## config.mk

```make
export PLATFORM = sky130hd
export DESIGN_NAME = l2b_burst_seq
export DESIGN_NICKNAME = d
export VERILOG_FILES = /design/src/rtl/l2b_pkg.sv /design/src/rtl/l2b_beat_timer.sv /design/src/rtl/l2b_word_ctr.sv /design/src/rtl/l2b_burst_seq.sv
export SDC_FILE = /design/constraint.sdc
export NUM_CORES = 1
export LEC_CHECK = 0
export BUFFER_PORTS_ARGS = -buffer_cell sky130_fd_sc_hd__clkbuf_2
export CELL_PAD_IN_SITES_DETAIL_PLACEMENT = 1
export CELL_PAD_IN_SITES_GLOBAL_PLACEMENT = 1
export CORE_MARGIN = 4
export CORE_UTILIZATION = 33
export CTS_BUF_LIST = sky130_fd_sc_hd__clkbuf_8 sky130_fd_sc_hd__clkbuf_16
export CTS_CLUSTER_DIAMETER = 40
export DETAILED_ROUTE_END_ITERATION = 12
export PLACE_DENSITY_LB_ADDON = 0.1
export SYNTH_ARGS = -nofsm -noshare
export SYNTH_HDL_FRONTEND = slang
export SYNTH_SLANG_ARGS = --single-unit
```

## constraint.sdc

```tcl
create_clock -name clk -period 3.8 [get_ports clk]
set_input_delay 0.57 -clock clk [delete_from_list [all_inputs] [get_ports clk]]
set_output_delay 0.57 -clock clk [all_outputs]
set_load 0.03 [all_outputs]
```

## src/rtl/l2b_pkg.sv

```systemverilog
package l2b_pkg;

  typedef enum logic [1:0] {
    PAT_L2_B1 = 2'd0,
    PAT_L3_B1 = 2'd1,
    PAT_L2_B2 = 2'd2,
    PAT_L3_B2 = 2'd3
  } pat_e;

  localparam int unsigned LEN_W = 2;

  function automatic logic [LEN_W-1:0] lead_len(input pat_e p);
    case (p)
      PAT_L3_B1, PAT_L3_B2: lead_len = 2'd3;
      default:              lead_len = 2'd2;
    endcase
  endfunction

  function automatic logic [LEN_W-1:0] beat_len(input pat_e p);
    case (p)
      PAT_L2_B2, PAT_L3_B2: beat_len = 2'd2;
      default:              beat_len = 2'd1;
    endcase
  endfunction

  function automatic int unsigned line_cycles(input pat_e p, input int unsigned words);
    line_cycles = int'(lead_len(p)) + (words - 1) * int'(beat_len(p));
  endfunction

endpackage

```

## src/rtl/l2b_beat_timer.sv

```systemverilog
module l2b_beat_timer #(
  parameter int unsigned LEN_W = 2
) (
  input  logic             clk,
  input  logic             rst_n,
  input  logic             load_i,
  input  logic [LEN_W-1:0] len_i,
  input  logic             run_i,
  output logic             expire_o
);

  logic [LEN_W-1:0] cnt_q;

  // Holds cycles remaining in the current beat, minus one.
  always_ff @(posedge clk) begin
    if (!rst_n) begin
      cnt_q <= '0;
    end else if (load_i) begin
      cnt_q <= len_i - LEN_W'(1);
    end else if (run_i && cnt_q != '0) begin
      cnt_q <= cnt_q - LEN_W'(1);
    end
  end

  assign expire_o = (cnt_q == '0);

endmodule

```

## src/rtl/l2b_word_ctr.sv

```systemverilog
module l2b_word_ctr #(
  parameter int unsigned WORDS  = 4,
  parameter int unsigned WORD_W = 2
) (
  input  logic              clk,
  input  logic              rst_n,
  input  logic              clear_i,
  input  logic              adv_i,
  output logic [WORD_W-1:0] word_o,
  output logic              last_o
);

  localparam logic [WORD_W-1:0] LAST_IDX = WORD_W'(WORDS - 1);

  logic [WORD_W-1:0] word_q;

  always_ff @(posedge clk) begin
    if (!rst_n) begin
      word_q <= '0;
    end else if (clear_i) begin
      word_q <= '0;
    end else if (adv_i) begin
      word_q <= word_q + WORD_W'(1);
    end
  end

  assign word_o = word_q;
  assign last_o = (word_q == LAST_IDX);

endmodule

```

## src/rtl/l2b_burst_seq.sv

```systemverilog
module l2b_burst_seq #(
  parameter int unsigned ADDR_W = 32,
  parameter int unsigned DATA_W = 32,
  parameter int unsigned WORDS  = 4
) (
  input  logic              clk,
  input  logic              rst_n,
  input  logic              start_i,
  input  logic [ADDR_W-1:0] line_addr_i,
  input  logic [1:0]        tsel_i,
  output logic [ADDR_W-1:0] sram_addr_o,
  output logic              sram_oe_n_o,
  output logic              rdy_o,
  output logic              busy_o,
  output logic              done_o
);
  import l2b_pkg::*;

  localparam int unsigned OFF_W  = $clog2(DATA_W / 8);
  localparam int unsigned WORD_W = $clog2(WORDS);
  localparam int unsigned LINE_W = OFF_W + WORD_W;
  localparam int unsigned TAG_W  = ADDR_W - LINE_W;

  logic              busy_q;
  logic              done_q;
  pat_e              tsel_q;
  logic [TAG_W-1:0]  base_q;

  // Named internal events
  logic              start_acc;
  logic              beat_end;
  logic              line_end;
  logic              beat_expire;
  logic              word_last;
  logic [WORD_W-1:0] word_idx;
  logic              tmr_load;
  logic [LEN_W-1:0]  tmr_len;

  assign start_acc = start_i & ~busy_q;
  assign beat_end  = busy_q & beat_expire;
  assign line_end  = beat_end & word_last;
  assign tmr_load  = start_acc | (beat_end & ~word_last);
  assign tmr_len   = start_acc ? lead_len(pat_e'(tsel_i)) : beat_len(tsel_q);

  l2b_beat_timer #(
    .LEN_W(LEN_W)
  ) u_timer (
    .clk      (clk),
    .rst_n    (rst_n),
    .load_i   (tmr_load),
    .len_i    (tmr_len),
    .run_i    (busy_q),
    .expire_o (beat_expire)
  );

  l2b_word_ctr #(
    .WORDS  (WORDS),
    .WORD_W (WORD_W)
  ) u_words (
    .clk     (clk),
    .rst_n   (rst_n),
    .clear_i (start_acc),
    .adv_i   (beat_end & ~word_last),
    .word_o  (word_idx),
    .last_o  (word_last)
  );

  always_ff @(posedge clk) begin
    if (!rst_n) begin
      busy_q <= 1'b0;
      done_q <= 1'b0;
      tsel_q <= PAT_L2_B1;
      base_q <= '0;
    end else begin
      done_q <= line_end;
      if (start_acc) begin
        busy_q <= 1'b1;
        tsel_q <= pat_e'(tsel_i);
        base_q <= line_addr_i[ADDR_W-1:LINE_W];
      end else if (line_end) begin
        busy_q <= 1'b0;
      end
    end
  end

  assign sram_addr_o = {base_q, word_idx, {OFF_W{1'b0}}};
  assign sram_oe_n_o = ~busy_q;
  assign rdy_o       = beat_end;
  assign busy_o      = busy_q;
  assign done_o      = done_q;

endmodule

```

==> qor.csv, run 1 <==
metric;value;unit
hold_ws;0.472;ns
worst skew pair latency;0.28;ns
final setup fails;0;
I/O pins;73;
Final Worst Setup Slack;1.82;ns
outcome;complete, no violations;
total CTS buffers;5;
clock power share;35.3;%
post-CTS sizing;0;
leakage;0.847;nW
largest family of logic cells by synthesized area;simple AND/OR/NAND/NOR gates;
Peak Freq;0.505;GHz
met2 routed WL;1.86;mm
Mapped Area;0.00139;sq mm
Final nets;260;
Arr. time, crit path;1.41;ns
Slew Limit Fails;0;
met1 wire length;1.54;mm
r2r setup slk;1.90;ns
hold buffer count at CTS;0;
ANT nets after route;0;
DR top layer;met4;
Mapped Cells;158;
multiplexer area fraction after synthesis;0.722;%
Psw;0.242;mW
Synth Area in XOR/XNOR;0.632;%
Final Cycle Share;52.1;%
RSZ-0062 raised after global routing;false;
Yosys reg bits;35;
area of the multi-input gates;621;sq um
GR Util All Layers;14.9;%
VDD IR max;0.000187;V
setup TNS;0;ns
post-CTS setup buffer count;0;
post-synthesis compound-gate area fraction;18.8;%
Hold Violations, Final;0;
worst r2r dst;u_timer.cnt_q[0]$_SDFFE_PN0P_;
FF/Latch Area;701;sq um
cells on worst reg2reg path;4;
Area Overhead vs Synth;32.2;%
sequential share of power;47.9;%
vias in the first global route;1382;
Die Footprint;0.00530;sq mm
Die Height;72.8;um
n_diodes;0;
cell total after placement;265;
routed length per instance;13.5;um
Int Power;0.603;mW
port bufs;66;
share of the yosys chip area belonging to registers;50.5;%
Overflow after GRT;0;
fillers;512;
Core Area;0.00403;sq mm
Critical Path End Type;primary output;
Startpoint Class;flip-flop;
met3 WL;256;um
clock skew;0.00340;ns
# rows;23;
clock buffer depth;2;
combinational power share;16.8;%
CP Class;flip-flop to primary output;
dpl ws;1.60;ns
largest net degree at the start of global routing;36;
first-pass GRT wire length;6.28;mm
Slew @ Worst Pin;1.15;ns
Worst EP required;3.23;ns
antenna violations before repair;0;
CTS Root Buffer Type;clkbuf_8;
final cell count without fillers;273;
hold path cells;2;
max_cap viols;0;
Worst Path Max Fanout;10;
CTS H-Tree Depth;2;
clock slew at reported path FFs;0.07;ns
Switching Fraction;28.6;%
DR vias/cell;4.66;
clock sink count;35;
DRC Markers;0;
First DRT Iteration DRCs;38;
worst reg2reg path startpoint;busy_o$_SDFFE_PN0P_;
1st-pass router iterations;2;
Avg Cell Area, Syn;8.77;sq um
path type of the worst min-delay path;flip-flop to flip-flop;
vias post-DR;1271;
simple-gate share of the synthesized area;23.0;%
layout cells sized above 1;35.4;%
Initial Utilization;34.4;%
DP Wirelength;2.74;mm
Die W;72.8;um
RePlAce Congestion;0.693;
yosys warns;0;
adder-cell area share of the yosys netlist;0.903;%
Cell Pwr Density;461;mW/mm^2
worst hold start;base_q[22]$_SDFFE_PN0P_;
Final Routed Wirelength;3.69;mm
TritonCTS clock tree;yes;
hold endpoint;base_q[22]$_SDFFE_PN0P_;
Distinct cells, synth;25;
Worst slew margin;22.7;%
post-route minimum period;1.98;ns
-- kinds of logic after synthesis --
logic type / count (synthesis)
and+or+nand+nor: 72
DFF: 35
AOI/OAI and AO/OA: 34
buffers and inverters: 13
adders and majority gates: 1
other: 1
xor gates and xnor gates: 1
muxes: 1
-- registers in the layout, indices dropped and copies added (netlist names) --
register        count
base_q             28
busy_o              1
done_o              1
tsel_q              1
u_timer.cnt_q       2
u_words.word_o      2
-- metal layers --
| layer | global-route usage, % | vias to the layer above |
|---|---|---|
| li1 | - | 635 |
| met1 | 17.3 | 592 |
| met2 | 26.5 | 40 |
| met3 | 4.27 | 4 |
| met4 | 4.51 | 0 |
| met5 | 0 | - |
-- cell usage after synthesis (all sizes together) --
master | number | area share, %
a21oi | 1 | 0.36
nor2 | 4 | 1.1
conb | 1 | 0.27
dfxtp | 35 | 51
and3b | 1 | 0.63
xnor2 | 1 | 0.63
clkbuf | 3 | 0.81
ha | 1 | 0.90
nor4bb | 2 | 1.4
and3 | 1 | 0.45
inv | 2 | 0.54
buf | 8 | 3.8
nor4b | 1 | 1.7
a21boi | 29 | 16
o31ai | 1 | 0.54
a31o | 1 | 0.63
nor2b | 1 | 0.45
nor3 | 1 | 0.36
nand2b | 1 | 0.45
nand2 | 59 | 16
a221oi | 1 | 1.1
mux2i | 1 | 0.72
a31oi | 1 | 0.45
and2 | 1 | 0.45
-- metrics by stage --
step / utilization (%) / area (sq um) / power, mW
finish: 45.5 / 1830 / 0.845
global route: 45.5 / 1830 / 0.892
CTS: 45.5 / 1830 / 0.860
detailed placement: 42.9 / 1730 / 0.558
global placement: 42.9 / 1730 / 0.550
floorplan: - / 1390 / 0.508
-- critical path, cell delays in order (launching register included) --
cell and delay (ns):
dfxtp_1 0.54, inv_1 0.11, nor3_1 0.22, clkbuf_2 0.26
-- power by group through the flow --
stage          sequential (mW)  clock [mW]  combinational (mW)
5_1_grt                  0.408       0.327               0.157
3_3_place_gp             0.411           0               0.139
6_report                 0.405       0.299               0.142
4_1_cts                  0.405       0.310               0.145
2_1_floorplan            0.447           0              0.0610
3_5_place_dp             0.413           0               0.145
-- placed cells by master, fill, tap and decap left out, types with 2 or more instances in the layout --
cell and count:
clkbuf_8 7, conb_1 2, clkbuf_2 66, nor4bb_1 2, inv_1 2, nand2_1 59, dfxtp_1 35, a21boi_0 29
nor2_1 4
-- worst max path at each step --
stage / from / to / slack, ns / cells past startpoint
2_1_floorplan: busy_o$_SDFFE_PN0P_ / rdy_o / 1.62 / 2
3_3_place_gp: start_i / u_timer.cnt_q[1]$_SDFFE_PN0P_ / 1.77 / 4
3_5_place_dp: start_i / base_q[5]$_SDFFE_PN0P_ / 1.60 / 4
4_1_cts: busy_o$_SDFFE_PN0P_ / rdy_o / 1.82 / 3
5_1_grt: busy_o$_SDFFE_PN0P_ / u_timer.cnt_q[0]$_SDFFE_PN0P_ / 1.73 / 4
6_report: busy_o$_SDFFE_PN0P_ / rdy_o / 1.82 / 3
-- area by class of cell --
| cell class | instances | share of cell area [%] |
|---|---|---|
| Clock buffer | 7 | 5.26 |
| Sequential cell | 35 | 38.2 |
| Clock inverter | 1 | 0.410 |
| Multi-Input combinational cell | 111 | 33.9 |
| Inverter | 2 | 0.410 |
| Tap cell | 50 | 3.41 |
| Timing Repair Buffer | 67 | 18.4 |
No activity file was read; power rests on OpenSTA's default activity.
==> run 2: changes to the inputs <==
- CORE_UTILIZATION: 33 -> 28
- clock period: 3.8 -> 1.82 ns (I/O delays scaled with it)
==> qor.csv, run 2 (synthesized netlist as in run 1, its figures left out) <==
metric;value;unit;change
outcome;complete, no violations;;
met3 WL;336;um;+31%
largest net degree at the start of global routing;24;;-33%
Core Area;0.00475;sq mm;+18%
Top reg by flops;base_q;;
Die W;78.4;um;+7.6%
clock power share;30.1;%;-5.2 points
# rows;25;;+8.7%
VDD IR max;0.000419;V;+120%
worst skew pair latency;0.28;ns;about the same
first-pass GRT wire length;6.14;mm;-2.2%
clock sink count;35;;unchanged
Worst Path Max Fanout;10;;unchanged
worst r2r dst;u_timer.cnt_q[0]$_SDFFE_PN0P_;;
leakage;0.858;nW;+1.4%
DR vias/cell;4.38;;-5.9%
fillers;591;;+15%
worst reg2reg path startpoint;u_words.word_o[0]$_SDFFE_PP0P_;;
Int Power;1.17;mW;+95%
Critical Path End Type;primary output;;
path type of the worst min-delay path;input pin to flip-flop;;
Arr. time, crit path;1.29;ns;-0.12 ns
1st-pass router iterations;4;;+2
RePlAce Congestion;0.672;;-3.1%
Slew Limit Fails;0;;unchanged
commonest cells after routing, fill and taps aside;clkbuf_2, nand2_1, dfxtp_1;;
clock slew at reported path FFs;0.07;ns;about the same
CP Class;flip-flop to primary output;;
total CTS buffers;5;;unchanged
hold path cells;3;;+1
ANT nets after route;0;;unchanged
Cell Pwr Density;885;mW/mm^2;+92%
CP max stage cell;dfxtp_1;;
max_cap viols;0;;unchanged
clock skew;0.00494;ns;+0.00153 ns
Area Overhead vs Synth;34.4;%;
area of the multi-input gates;626;sq um;+0.81%
Overflow after GRT;0;;unchanged
Worst EP required;1.55;ns;-1.68 ns
cells on worst reg2reg path;4;;unchanged
crit path cell chain;inv_1 > nor3_2 > clkbuf_2;;
most common cell after layout, fill and taps aside;clkbuf_2;;
Initial Utilization;29.2;%;-5.3 points
Die Footprint;0.00614;sq mm;+16%
FF/Latch Area;701;sq um;unchanged
layout cells sized above 1;35.7;%;+0.29 points
CP peak stage delay;0.51;ns;-0.03 ns
Switching Fraction;28.8;%;+0.16 points
Hold Violations, Final;0;;unchanged
I/O pins;73;;unchanged
Startpoint Class;flip-flop;;
combinational power share;18.7;%;+1.9 points
n_diodes;0;;unchanged
r2r setup slk;0.37;ns;-1.53 ns
sequential share of power;51.3;%;+3.4 points
Final nets;263;;+1.2%
met1 wire length;1.57;mm;+2.5%
post-route minimum period;1.57;ns;
Final Routed Wirelength;3.69;mm;about the same
antenna violations before repair;0;;unchanged
Total Power;1.65;mW;+95%
GR Util All Layers;12.6;%;-2.3 points
CTS Root Buffer Type;clkbuf_8;;
vias post-DR;1275;;+0.31%
TritonCTS clock tree;yes;;
DP Wirelength;2.81;mm;+2.6%
Psw;0.474;mW;+96%
First DRT Iteration DRCs;29;;-24%
vias in the first global route;1333;;-3.5%
routed length per instance;12.7;um;-6.1%
CTS H-Tree Depth;2;;unchanged
post-CTS setup buffer count;0;;unchanged
Final Cycle Share;86.0;%;
Die Height;78.4;um;+7.6%
worst hold start;line_addr_i[7];;
hold buffer count at CTS;0;;unchanged
RSZ-0062 raised after global routing;false;;
DR top layer;met4;;
hold endpoint;base_q[3]$_SDFFE_PN0P_;;
setup TNS;0;ns;unchanged
Peak Freq;0.639;GHz;
final setup fails;0;;unchanged
port bufs;66;;unchanged
clock buffer depth;2;;unchanged
DRC Markers;0;;unchanged
met2 routed WL;1.75;mm;-5.9%
max FFs per register;28;;unchanged
post-CTS sizing;0;;unchanged
==> run 2: cell count changes in the layout (fill, tap and decap cells not counted), sizes merged <==
cell / change
clkinvlp: -1
buf: +3
inv: +1
clkbuf: -2
==> run 2: routing by layer <==
metal  track usage [%]  vias up
li1                  -      643
met1              13.5      585
met2              21.3       43
met3              6.31        4
met4              4.72        0
met5                 0        -
==> run 2: critical path, delay by kind of cell, from the launching register on <==
kind	cells	cell delay, ns
buf+inv	2	0.36
flops	1	0.51
simple gates	1	0.14
==> run 2: layout make-up <==
type                            instances  area share (%)
Inverter                                2           0.403
Clock buffer                            5            3.69
Sequential cell                        35            37.6
Multi-Input combinational cell        111            33.6
Clock inverter                          1           0.201
Timing Repair Buffer                   70            20.0
Tap cell                               67            4.50
==> run 2: through the flow <==
step	instance area (sq um)	std cells	util, %	setup WS, ns	hold WS [ns]
6_report	1860	291	39.2	0.254	0.225
3_5_place_dp	1790	285	37.7	0.378	0.460
5_1_grt	1860	291	39.2	0.134	0.226
3_3_place_gp	1790	285	37.7	0.420	0.450
4_1_cts	1860	291	39.2	0.239	0.213
2_1_floorplan	1400	159	-	0.202	0.418
==> run 2: worst max-delay path by stage <==
| stage | start | endpoint | cells past startpoint |
|---|---|---|---|
| floorplan | busy_o$_SDFFE_PN0P_ | done_o$_SDFF_PN0_ | 3 |
| global placement | u_words.word_o[0]$_SDFFE_PP0P_ | u_timer.cnt_q[0]$_SDFFE_PN0P_ | 4 |
| detailed placement | u_words.word_o[0]$_SDFFE_PP0P_ | u_timer.cnt_q[0]$_SDFFE_PN0P_ | 4 |
| CTS | busy_o$_SDFFE_PN0P_ | rdy_o | 3 |
| global route | busy_o$_SDFFE_PN0P_ | rdy_o | 3 |
| finish | busy_o$_SDFFE_PN0P_ | rdy_o | 3 |
==> run 2: power by group through the flow <==
stage	Combinational, mW	Clock [mW]	Sequential, mW
floorplan	0.128	0	0.934
global placement	0.303	0	0.860
detailed placement	0.313	0	0.863
CTS	0.315	0.524	0.846
global route	0.339	0.551	0.851
finish	0.308	0.496	0.845
==> run 3: changes to the inputs <==
==> constraint.sdc (replaced) <==
create_clock -name clk -period 1.82 [get_ports clk]
set_input_delay 0.273 -clock clk [delete_from_list [all_inputs] [get_ports clk]]
set_output_delay 0.273 -clock clk [all_outputs]
set_load 0.01 [all_outputs]
==> qor.csv, run 3 (synthesized netlist as in run 1, its figures left out) <==
metric;value;unit;change
Cell Pwr Density;853;mW/mm^2;-3.6%
routed length per instance;13.4;um;+5.3%
max_cap viols;0;;unchanged
hold buffer count at CTS;0;;unchanged
GR Util All Layers;13.6;%;+0.98 points
Final nets;263;;unchanged
clock buffer depth;2;;unchanged
port bufs;66;;unchanged
Worst EP required;1.55;ns;about the same
clock skew;0.00400;ns;-0.000935 ns
r2r setup slk;0.39;ns;+0.02 ns
First DRT Iteration DRCs;53;;+83%
CP max stage cell;dfxtp_1;;
n_diodes;0;;unchanged
ANT nets after route;0;;unchanged
RePlAce Congestion;0.705;;+5.0%
leakage;0.856;nW;-0.30%
commonest cells after routing, fill and taps aside;clkbuf_2, nand2_1, dfxtp_1;;
post-CTS sizing;0;;unchanged
TritonCTS clock tree;yes;;
Arr. time, crit path;1.29;ns;about the same
largest net degree at the start of global routing;25;;+4.2%
I/O pins;73;;unchanged
setup TNS;0;ns;unchanged
path type of the worst min-delay path;input pin to flip-flop;;
Core Area;0.00475;sq mm;unchanged
CP peak stage delay;0.52;ns;about the same
CTS Root Buffer Type;clkbuf_8;;
Worst Path Max Fanout;10;;unchanged
DRC Markers;0;;unchanged
VDD IR max;0.000346;V;-18%
1st-pass router iterations;2;;-2
Slew Limit Fails;0;;unchanged
Die Height;78.4;um;unchanged
max FFs per register;28;;unchanged
Final Routed Wirelength;3.89;mm;+5.3%
Overflow after GRT;0;;unchanged
Final Cell Area;0.00186;sq mm;-0.27%
Area Overhead vs Synth;34.0;%;
vias post-DR;1287;;+0.94%
antenna violations before repair;0;;unchanged
post-route minimum period;1.56;ns;-0.00689 ns
Startpoint Class;flip-flop;;
CTS H-Tree Depth;2;;unchanged
most common cell after layout, fill and taps aside;clkbuf_2;;
total CTS buffers;5;;unchanged
area of the multi-input gates;621;sq um;-0.80%
clock slew at reported path FFs;0.07;ns;about the same
first-pass GRT wire length;6.58;mm;+7.2%
Hold Violations, Final;0;;unchanged
Peak Freq;0.641;GHz;+0.44%
DP Wirelength;2.93;mm;+4.4%
worst skew pair latency;0.28;ns;about the same
clock sink count;35;;unchanged
# rows;25;;unchanged
layout cells sized above 1;35.3;%;-0.45 points
FF/Latch Area;701;sq um;unchanged
outcome;complete, no violations;;
crit path cell chain;inv_1 > nor3_1 > clkbuf_2;;
Die Footprint;0.00614;sq mm;unchanged
DR vias/cell;4.42;;+0.94%
Critical Path End Type;primary output;;
Top reg by flops;base_q;;
Post-DP Area;0.00179;sq mm;-0.28%
CP Class;flip-flop to primary output;;
Final Cycle Share;85.7;%;-0.38 points
RSZ-0062 raised after global routing;false;;
Die W;78.4;um;unchanged
final setup fails;0;;unchanged
Initial Utilization;29.2;%;unchanged
vias in the first global route;1379;;+3.5%
fillers;603;;+2.0%
post-CTS setup buffer count;0;;unchanged
-- run 3: cell count changes in the layout (fill, tap and decap cells not counted) --
| cell | change |
|---|---|
| nor3_1 | +1 |
| nor3_2 | -1 |
-- run 3: metrics by stage --
stage | setup slack (ns) | util [%] | total power, mW | instances | hold slack [ns]
6_report | 0.261 | 39.1 | 1.58 | 291 | 0.221
5_1_grt | 0.107 | 39.1 | 1.67 | 291 | 0.227
4_1_cts | 0.228 | 39.1 | 1.62 | 291 | 0.213
3_5_place_dp | 0.397 | 37.6 | 1.11 | 285 | 0.458
3_3_place_gp | 0.422 | 37.6 | 1.09 | 285 | 0.449
2_1_floorplan | 0.456 | - | 0.993 | 159 | 0.418
-- run 3: final cells by class --
class,count,area share (%)
Clock inverter,1,0.202
Clock buffer,5,3.70
Tap cell,67,4.51
Timing Repair Buffer,70,20.1
Multi-Input combinational cell,111,33.4
Sequential cell,35,37.7
Inverter,2,0.404
-- run 3: path summary, 6_finish.rpt --
| check | from | end | cells after the start |
|---|---|---|---|
| min reg2reg | base_q[6]$_SDFFE_PN0P_ | base_q[6]$_SDFFE_PN0P_ | 2 |
| max reg2reg | u_words.word_o[0]$_SDFFE_PP0P_ | u_timer.cnt_q[0]$_SDFFE_PN0P_ | 4 |
| max | busy_o$_SDFFE_PN0P_ | rdy_o | 3 |
| min | line_addr_i[24] | base_q[20]$_SDFFE_PN0P_ | 3 |
-- run 3: routing by layer --
metal / global-route usage, % / up-vias / share of wire, %
met2: 23.9 / 42 / 50
li1: - / 642 / -
met3: 5.39 / 6 / 8.2
met4: 5.07 / 0 / 1.3
met1: 14.7 / 597 / 41
met5: 0 / - / 0
-- run 3: critical path: cells and delay by family (launching register included) --
| kind | cells | cell delay (ns) |
|---|---|---|
| flops | 1 | 0.52 |
| simple gates | 1 | 0.20 |
| buf+inv | 2 | 0.28 |
-- run 3: where the power goes --
part / total (mW) / internal (mW) / switching (mW)
sequential: 0.845 / 0.811 / 0.0337
combinational: 0.242 / 0.114 / 0.129
clock: 0.497 / 0.249 / 0.248
